File: src/rtl/onfi_tc_pkg.sv
package onfi_tc_pkg;

  localparam int MODE_TOP = 5;
  localparam int LIM_W    = 8;
  localparam int NS_W     = 16;

  typedef struct packed {
    logic [LIM_W-1:0] rea;
    logic [LIM_W-1:0] rp;
    logic [LIM_W-1:0] reh;
    logic [LIM_W-1:0] rc;
    logic [LIM_W-1:0] rhoh;
    logic [LIM_W-1:0] rloh;
    logic [LIM_W-1:0] cea;
    logic [LIM_W-1:0] adl;
    logic [LIM_W-1:0] rhw;
    logic [LIM_W-1:0] rhz;
    logic [LIM_W-1:0] whr;
    logic [LIM_W-1:0] cs;
  } onfi_lim_t;

  typedef enum logic [2:0] {
    ST_IDLE, ST_LOAD, ST_RC, ST_MINC, ST_DV, ST_ACC, ST_CS, ST_FIN
  } tc_state_e;

  function automatic logic [NS_W-1:0] ceil_div(input logic [NS_W-1:0] num,
                                               input logic [NS_W-1:0] den);
    return (num + den - NS_W'(1)) / den;
  endfunction

endpackage

File: src/rtl/onfi_tc_rom.sv
module onfi_tc_rom
  import onfi_tc_pkg::*;
(
  input  logic [2:0] mode,
  output onfi_lim_t  lim
);

  always_comb begin
    case (mode)
      3'd0:    lim = '{8'd40, 8'd50, 8'd30, 8'd100, 8'd0,  8'd0, 8'd100, 8'd200, 8'd200, 8'd200, 8'd120, 8'd70};
      3'd1:    lim = '{8'd30, 8'd25, 8'd15, 8'd50,  8'd15, 8'd0, 8'd45,  8'd100, 8'd100, 8'd100, 8'd80,  8'd35};
      3'd2:    lim = '{8'd25, 8'd17, 8'd15, 8'd35,  8'd15, 8'd0, 8'd30,  8'd100, 8'd100, 8'd100, 8'd80,  8'd25};
      3'd3:    lim = '{8'd20, 8'd15, 8'd10, 8'd30,  8'd15, 8'd0, 8'd25,  8'd100, 8'd100, 8'd100, 8'd60,  8'd25};
      3'd4:    lim = '{8'd20, 8'd12, 8'd10, 8'd25,  8'd15, 8'd5, 8'd25,  8'd70,  8'd100, 8'd100, 8'd60,  8'd20};
      default: lim = '{8'd16, 8'd10, 8'd7,  8'd20,  8'd15, 8'd5, 8'd25,  8'd70,  8'd100, 8'd100, 8'd60,  8'd15};
    endcase
  end

endmodule

File: src/rtl/onfi_tc_mode.sv
module onfi_tc_mode
  import onfi_tc_pkg::*;
(
  input  logic                  use_mask,
  input  logic [2:0]            req,
  input  logic [MODE_TOP:1]     mask,
  output logic [2:0]            mode
);

  always_comb begin
    mode = 3'd0;
    if (use_mask) begin
      for (int b = 1; b <= MODE_TOP; b++)
        if (mask[b]) mode = 3'(b);
    end else begin
      mode = (req > 3'(MODE_TOP)) ? 3'(MODE_TOP) : req;
    end
  end

endmodule

File: src/rtl/onfi_tcalc.sv
module onfi_tcalc
  import onfi_tc_pkg::*;
#(
  parameter int CLK_NS   = 5,
  parameter int MIN_CYC  = 4,
  parameter int LOOP_MAX = 64,
  parameter int CNT_W    = 8
) (
  input  logic                 clk,
  input  logic                 rst,
  input  logic                 start,
  input  logic                 use_mask,
  input  logic [2:0]           mode_req,
  input  logic [MODE_TOP:1]    mode_mask,
  output logic [CNT_W-1:0]     lo_cnt,
  output logic [CNT_W-1:0]     hi_cnt,
  output logic [CNT_W-1:0]     acc_cnt,
  output logic [CNT_W-1:0]     adl_cnt,
  output logic [CNT_W-1:0]     rhw_cnt,
  output logic [CNT_W-1:0]     rhz_cnt,
  output logic [CNT_W-1:0]     whr_cnt,
  output logic [CNT_W-1:0]     cs_cnt,
  output logic                 done,
  output logic                 err
);

  localparam int STEP_W = $clog2(LOOP_MAX + 1);
  localparam logic [NS_W-1:0] CK = NS_W'(CLK_NS);

  tc_state_e        state;
  logic [2:0]       pick_mode, mode_q;
  onfi_lim_t        lim;
  logic [CNT_W-1:0] lo, hi, acc, adl, rhw, rhz, whr, cs;
  logic [STEP_W-1:0] steps;
  logic             err_w;

  onfi_tc_mode u_mode (
    .use_mask (use_mask),
    .req      (mode_req),
    .mask     (mode_mask),
    .mode     (pick_mode)
  );

  onfi_tc_rom u_rom (
    .mode (mode_q),
    .lim  (lim)
  );

  // Working arithmetic on the current counts
  logic [NS_W-1:0] lo_ns, cyc_ns, oh_end, ol_end, dv_end, cs_raw;
  logic            dv_short, acc_short, cs_short, step_full;

  always_comb begin
    lo_ns     = NS_W'(lo) * CK;
    cyc_ns    = (NS_W'(lo) + NS_W'(hi)) * CK;
    oh_end    = lo_ns + NS_W'(lim.rhoh);
    ol_end    = cyc_ns + NS_W'(lim.rloh);
    dv_end    = (oh_end < ol_end) ? oh_end : ol_end;
    dv_short  = dv_end < (NS_W'(lim.rea) + NS_W'(8));
    acc_short = (NS_W'(acc) * CK) < (NS_W'(lim.rea) + NS_W'(3));
    cs_short  = (NS_W'(cs) * CK + NS_W'(lim.rea)) < NS_W'(lim.cea);
    step_full = (steps == STEP_W'(LOOP_MAX));
    cs_raw    = (lim.cs > lim.rp) ? ceil_div(NS_W'(lim.cs - lim.rp), CK) : '0;
  end

  always_ff @(posedge clk) begin
    if (rst) begin
      state   <= ST_IDLE;
      mode_q  <= '0;
      lo      <= '0;
      hi      <= '0;
      acc     <= '0;
      adl     <= '0;
      rhw     <= '0;
      rhz     <= '0;
      whr     <= '0;
      cs      <= '0;
      steps   <= '0;
      err_w   <= 1'b0;
      lo_cnt  <= '0;
      hi_cnt  <= '0;
      acc_cnt <= '0;
      adl_cnt <= '0;
      rhw_cnt <= '0;
      rhz_cnt <= '0;
      whr_cnt <= '0;
      cs_cnt  <= '0;
      done    <= 1'b0;
      err     <= 1'b0;
    end else begin
      done <= 1'b0;
      case (state)
        ST_IDLE: begin
          if (start) begin
            mode_q <= pick_mode;
            err_w  <= 1'b0;
            state  <= ST_LOAD;
          end
        end
        ST_LOAD: begin
          lo    <= CNT_W'(ceil_div(NS_W'(lim.rp),  CK));
          hi    <= CNT_W'(ceil_div(NS_W'(lim.reh), CK));
          acc   <= CNT_W'(ceil_div(NS_W'(lim.rea), CK));
          adl   <= CNT_W'(ceil_div(NS_W'(lim.adl), CK));
          rhw   <= CNT_W'(ceil_div(NS_W'(lim.rhw), CK));
          rhz   <= CNT_W'(ceil_div(NS_W'(lim.rhz), CK));
          whr   <= CNT_W'(ceil_div(NS_W'(lim.whr), CK));
          cs    <= (cs_raw == '0) ? CNT_W'(1) : CNT_W'(cs_raw);
          state <= ST_RC;
        end
        ST_RC: begin
          if (cyc_ns < NS_W'(lim.rc))
            lo <= lo + CNT_W'(ceil_div(NS_W'(lim.rc) - cyc_ns, CK));
          state <= ST_MINC;
        end
        ST_MINC: begin
          if ((NS_W'(lo) + NS_W'(hi)) < NS_W'(MIN_CYC))
            lo <= CNT_W'(MIN_CYC) - hi;
          steps <= '0;
          state <= ST_DV;
        end
        ST_DV: begin
          if (dv_short && !step_full) begin
            lo    <= lo + CNT_W'(1);
            steps <= steps + STEP_W'(1);
          end else begin
            if (dv_short) err_w <= 1'b1;
            steps <= '0;
            state <= ST_ACC;
          end
        end
        ST_ACC: begin
          if (acc_short && !step_full) begin
            acc   <= acc + CNT_W'(1);
            steps <= steps + STEP_W'(1);
          end else begin
            if (acc_short) err_w <= 1'b1;
            steps <= '0;
            state <= ST_CS;
          end
        end
        ST_CS: begin
          if (cs_short && !step_full) begin
            cs    <= cs + CNT_W'(1);
            steps <= steps + STEP_W'(1);
          end else begin
            if (cs_short) err_w <= 1'b1;
            steps <= '0;
            state <= ST_FIN;
          end
        end
        default: begin
          lo_cnt  <= lo;
          hi_cnt  <= hi;
          acc_cnt <= acc;
          adl_cnt <= adl;
          rhw_cnt <= rhw;
          rhz_cnt <= rhz;
          whr_cnt <= whr;
          cs_cnt  <= cs;
          err     <= err_w;
          done    <= 1'b1;
          state   <= ST_IDLE;
        end
      endcase
    end
  end

  // Data-valid end computed from the published counts, for checking
  logic [NS_W-1:0] out_oh, out_ol, out_dv;
  always_comb begin
    out_oh = NS_W'(lo_cnt) * CK + NS_W'(lim.rhoh);
    out_ol = (NS_W'(lo_cnt) + NS_W'(hi_cnt)) * CK + NS_W'(lim.rloh);
    out_dv = (out_oh < out_ol) ? out_oh : out_ol;
  end

  assert_mode_range_R2: assert property (@(posedge clk) disable iff (rst)
    mode_q <= 3'(MODE_TOP));

  assert_min_cycles_R4: assert property (@(posedge clk) disable iff (rst)
    done |-> (NS_W'(lo_cnt) + NS_W'(hi_cnt)) >= NS_W'(MIN_CYC));

  assert_window_R5: assert property (@(posedge clk) disable iff (rst)
    (done && !err) |-> out_dv >= (NS_W'(lim.rea) + NS_W'(8)));

  assert_acc_margin_R6: assert property (@(posedge clk) disable iff (rst)
    (done && !err) |-> (NS_W'(acc_cnt) * CK) >= (NS_W'(lim.rea) + NS_W'(3)));

  assert_cs_nonzero_R8: assert property (@(posedge clk) disable iff (rst)
    done |-> cs_cnt != '0);

  assert_done_pulse_R9: assert property (@(posedge clk) disable iff (rst)
    done |=> !done);

  assert_hold_R9: assert property (@(posedge clk) disable iff (rst)
    !done |-> ($stable(lo_cnt) && $stable(acc_cnt) && $stable(cs_cnt) && $stable(err)));

  assert_busy_ignore_R10: assert property (@(posedge clk) disable iff (rst)
    (state != ST_IDLE) |=> mode_q == $past(mode_q));

endmodule

File: config.mk
export PLATFORM = sky130hd
export DESIGN_NAME = onfi_tcalc
export DESIGN_NICKNAME = d
export VERILOG_FILES = /design/src/rtl/onfi_tc_pkg.sv /design/src/rtl/onfi_tc_rom.sv /design/src/rtl/onfi_tc_mode.sv /design/src/rtl/onfi_tcalc.sv
export SDC_FILE = /design/constraint.sdc
export NUM_CORES = 1
export LEC_CHECK = 0
export BUFFER_PORTS_ARGS = -buffer_cell sky130_fd_sc_hd__buf_4
export CAP_MARGIN = 25
export CORE_MARGIN = 3
export CORE_UTILIZATION = 55
export CTS_CLUSTER_DIAMETER = 120
export DETAILED_ROUTE_END_ITERATION = 8
export PLACE_DENSITY = 0.75
export RECOVER_POWER = 100
export SLEW_MARGIN = 20
export SYNTH_ARGS = -nofsm -noshare
export SYNTH_HDL_FRONTEND = slang
export SYNTH_SLANG_ARGS = --single-unit
File: constraint.sdc
create_clock -name clk -period 12.5 [get_ports clk]
set_clock_uncertainty 0.05 [all_clocks]
set_input_delay 0.625 -clock clk [delete_from_list [all_inputs] [get_ports clk]]
set_output_delay 0.625 -clock clk [all_outputs]
set_load 0.05 [all_outputs]
==> impl.org <==
** Outcome
- The flow ran to the end, and the final reports show no timing, DRC or antenna violations.

** Global route
- Entering global routing, the biggest net connects 61 pins.
- GRT Residual Overflow :: 0
- Number of antenna violations at the first check in global routing :: 0
- First-pass GRT wire length :: 52,200 um
- For this run, the total global-route usage over all layers was measured as 26.1%.
- The via count of the first global-routing pass came to 10,400.

** Cells and area
- Antenna cells :: 0
- With fillers left out, the area of the finished cells amounts to 12,500 um2.
- # fillers :: 1,936
- Relative to the synthesized area, the layout overhead comes to 5.04%.
- Cells with a size suffix above 1 make up 5.48% of the layout.
- Count of nets after finishing :: 1,734
- Area of all sequential standard cells :: 2080 um2
- Utilization after layout :: 59.2%
- Multi-input gate area :: 9030 um2

** Job
- Across the run, the number of max-cap violations was 0.

** Logic synthesis
- Top cell types by occurrence after synthesis :: sky130_fd_sc_hd__nand2_1 (193), sky130_fd_sc_hd__ha_1 (163), sky130_fd_sc_hd__a21oi_1 (147)
- Average size of a mapped cell :: 7.76 um2
- Count of flip-flops with a built-in enable after synthesis :: 0
- Cells after Synth :: 1,530
- Count of state elements after synthesis :: 104
- Cell with the most instances after synthesis :: sky130_fd_sc_hd__nand2_1
- Top FF cell, synth :: sky130_fd_sc_hd__dfxtp_1
- In the post-synthesis netlist, the biggest area contributors are sky130_fd_sc_hd__dfxtp_1 (18%), sky130_fd_sc_hd__ha_1 (17%), sky130_fd_sc_hd__a21oi_1 (6.2%), sky130_fd_sc_hd__nand2_1 (6.1%), sky130_fd_sc_hd__nor2_1 (3.7%).
- Proportion of synthesized flip-flops having asynchronous set or reset :: 0%
- Library cell occupying the most area in the post-synthesis netlist :: sky130_fd_sc_hd__dfxtp_1
- Post-synthesis instance area :: 11,900 um2
- Portion of synthesized cell area occupied by the leading cell type :: 17.5%
- Portion of the post-synthesis area used by sequential elements :: 17.5%
- Yosys printed 0 warnings.
- Cell variety after synth :: 114

** Critical path
- The most numerous cell type found on the critical path is sky130_fd_sc_hd__ha_1.
- Worst Setup Start Kind :: flop
- Highest-delay cell along the critical path :: sky130_fd_sc_hd__xnor2_2
- In this run the worst path has a maximum fanout of 15.
- STA classifies the critical path endpoint as a flop.
- Worst Path Arrival :: 11,690 ps
- For the worst setup path, the data required time is 12,740 ps.
- The largest single stage delay on the critical path is 610 ps.
- The worst setup path is of the flop to flop kind.

** Clock tree
- Clk pin slew, worst setup/hold paths :: 80 ps
- Number of CTS-inserted buffers :: 9
- Level count of the clock H-tree :: 3
- Count of buffers added by post-CTS timing repair for setup :: 0
- Cts hold-fix bufs :: 0
- Once the clock tree was built, the resizer swapped 0 gates to a different size.
- CTS Root Cell :: sky130_fd_sc_hd__clkbuf_16
- TritonCTS sink count :: 104
- Clock network latency to the later pin of the worst-skew pair :: 360 ps
- Buffers from clock root to sink, at most :: 2
- TritonCTS built the clock tree.

** Floorplan
- DIE AREA :: 23,400 um2
- Once the floorplan was initialized, standard cells occupied 56.3% of the core.
- Standard cell core area :: 21,100 um2
- Number of placement rows :: 53
- In this run the horizontal extent of the chip is 153 um.
- Die Y-Extent :: 153 um
- 78 I/O pins were placed.

** Drt
- Routed vias :: 11,300
- Via count normalized by instance count :: 6.20
- First-pass iteration count of the detailed router :: 6
- Total Routed Length :: 31,700 um
- Final routed wire length divided by cell count :: 17.4 um
- The first routing iteration left 1,035 violations.
- Post-route antenna net violation count :: 0
- Residual DRC count :: 0

** Timing
- After routing, the total negative slack on setup checks comes to 0 ps.
- For the finished layout, the period the worst path requires is 11,450 ps.
- Tcrit/Tclk final :: 91.6%
- The total count of hold-check failures in the final report is 0.
- The max-slew violation count is 0.
- Highest clock frequency the design can meet :: 87.3 MHz
- Final setup violation count :: 0
- RSZ-0062 raised after global routing :: false
- WHS :: 404 ps
- Least-Margin Pin Slew :: 1430 ps
- Max-slew headroom at the worst pin :: 4.48%

** Placement
- Gpl congestion :: 0.905
- Cell area after placement :: 12,400 um2
- Port Buffers :: 65
- Placed wire-length estimate :: 24,100 um

** Min path
- The min-delay analysis places its worst path in the category flop to flop.
==> per-stage QoR <==
| step | instances | worst slack (ps) |
|---|---|---|
| floorplan | 1546 | 2620 |
| global placement | 1809 | 1660 |
| detailed placement | 1809 | 1340 |
| CTS | 1825 | 1280 |
| global route | 1826 | 119 |
| finish | 1826 | 1050 |
==> metal layers <==
metal	GRT usage (%)	vias up	part of all wire (%)
li1	-	5567	-
met1	37.5	5285	47
met2	40.8	422	44
met3	3.37	49	6.8
met4	7.93	0	2.4
met5	0	-	0
==> logic make-up after synthesis <==
kind of cell	synth area share [%]
adder cells (fa/ha/maj)	19.4
other	0.0632
AND/OR/NAND/NOR	20.3
AO/OA/AOI/OAI	27.7
buffers and inverters	6.81
flip-flops	17.5
multiplexers	1.97
XOR/XNOR	6.20
==> cell type report <==
type / count / share of cell area, %
Timing Repair Buffer: 76 / 2.80
Tap cell: 275 / 2.76
Clock inverter: 7 / 0.672
Sequential cell: 104 / 16.7
Inverter: 95 / 2.86
Clock buffer: 9 / 1.81
Multi-Input combinational cell: 1260 / 72.4
==> registers in the layout (all words and copies together), names as in the netlist, 7 cells and up <==
name / cells
steps: 7
cs: 8
acc: 8
cs_cnt: 8
acc_cnt: 8
lo_cnt: 8
lo: 8
==> placed cells by master, fill, tap and decap left out, types with 10 or more instances in the layout <==
cell / instances
sky130_fd_sc_hd__nor4_1: 10
sky130_fd_sc_hd__a211oi_1: 14
sky130_fd_sc_hd__nand2b_1: 13
sky130_fd_sc_hd__conb_1: 18
sky130_fd_sc_hd__o211ai_1: 15
sky130_fd_sc_hd__nor2b_1: 19
sky130_fd_sc_hd__buf_4: 17
sky130_fd_sc_hd__and3_1: 18
sky130_fd_sc_hd__clkbuf_1: 59
sky130_fd_sc_hd__nand3_1: 28
sky130_fd_sc_hd__nand2_1: 193
sky130_fd_sc_hd__and2_1: 10
sky130_fd_sc_hd__nor3_1: 39
sky130_fd_sc_hd__a21oi_1: 147
sky130_fd_sc_hd__xnor2_1: 46
sky130_fd_sc_hd__o21ai_0: 57
sky130_fd_sc_hd__xor2_1: 25
sky130_fd_sc_hd__a21o_1: 40
sky130_fd_sc_hd__ha_1: 163
sky130_fd_sc_hd__mux2i_1: 20
sky130_fd_sc_hd__dfxtp_1: 104
sky130_fd_sc_hd__nand4_1: 16
sky130_fd_sc_hd__o21a_1: 16
sky130_fd_sc_hd__inv_1: 90
sky130_fd_sc_hd__a31oi_1: 11
sky130_fd_sc_hd__nor2_1: 117
sky130_fd_sc_hd__fa_1: 13
==> worst paths after layout <==
path                endpoint  slack (ps)   start  cells past startpoint
setup / recovery       lo[7]        1050   lo[1]                     46
hold reg to reg   whr_cnt[0]         400  whr[0]                      2
hold / removal    whr_cnt[0]         400  whr[0]                      2
setup reg to reg       lo[7]        1050   lo[1]                     46
==> critical path, delay by kind of cell (launching register included) <==
| family | cells | cell delay [ps] |
|---|---|---|
| XOR/XNOR | 7 | 2190 |
| flip-flops | 1 | 540 |
| AND/OR/NAND/NOR | 7 | 1650 |
| multiplexers | 1 | 110 |
| adder cells (fa/ha/maj) | 7 | 2010 |
| AO/OA/AOI/OAI | 21 | 4490 |
| buffers and inverters | 3 | 350 |
Power is not shown: default switching activity piles up to over one toggle a cycle in this logic, so the estimate is an artifact.
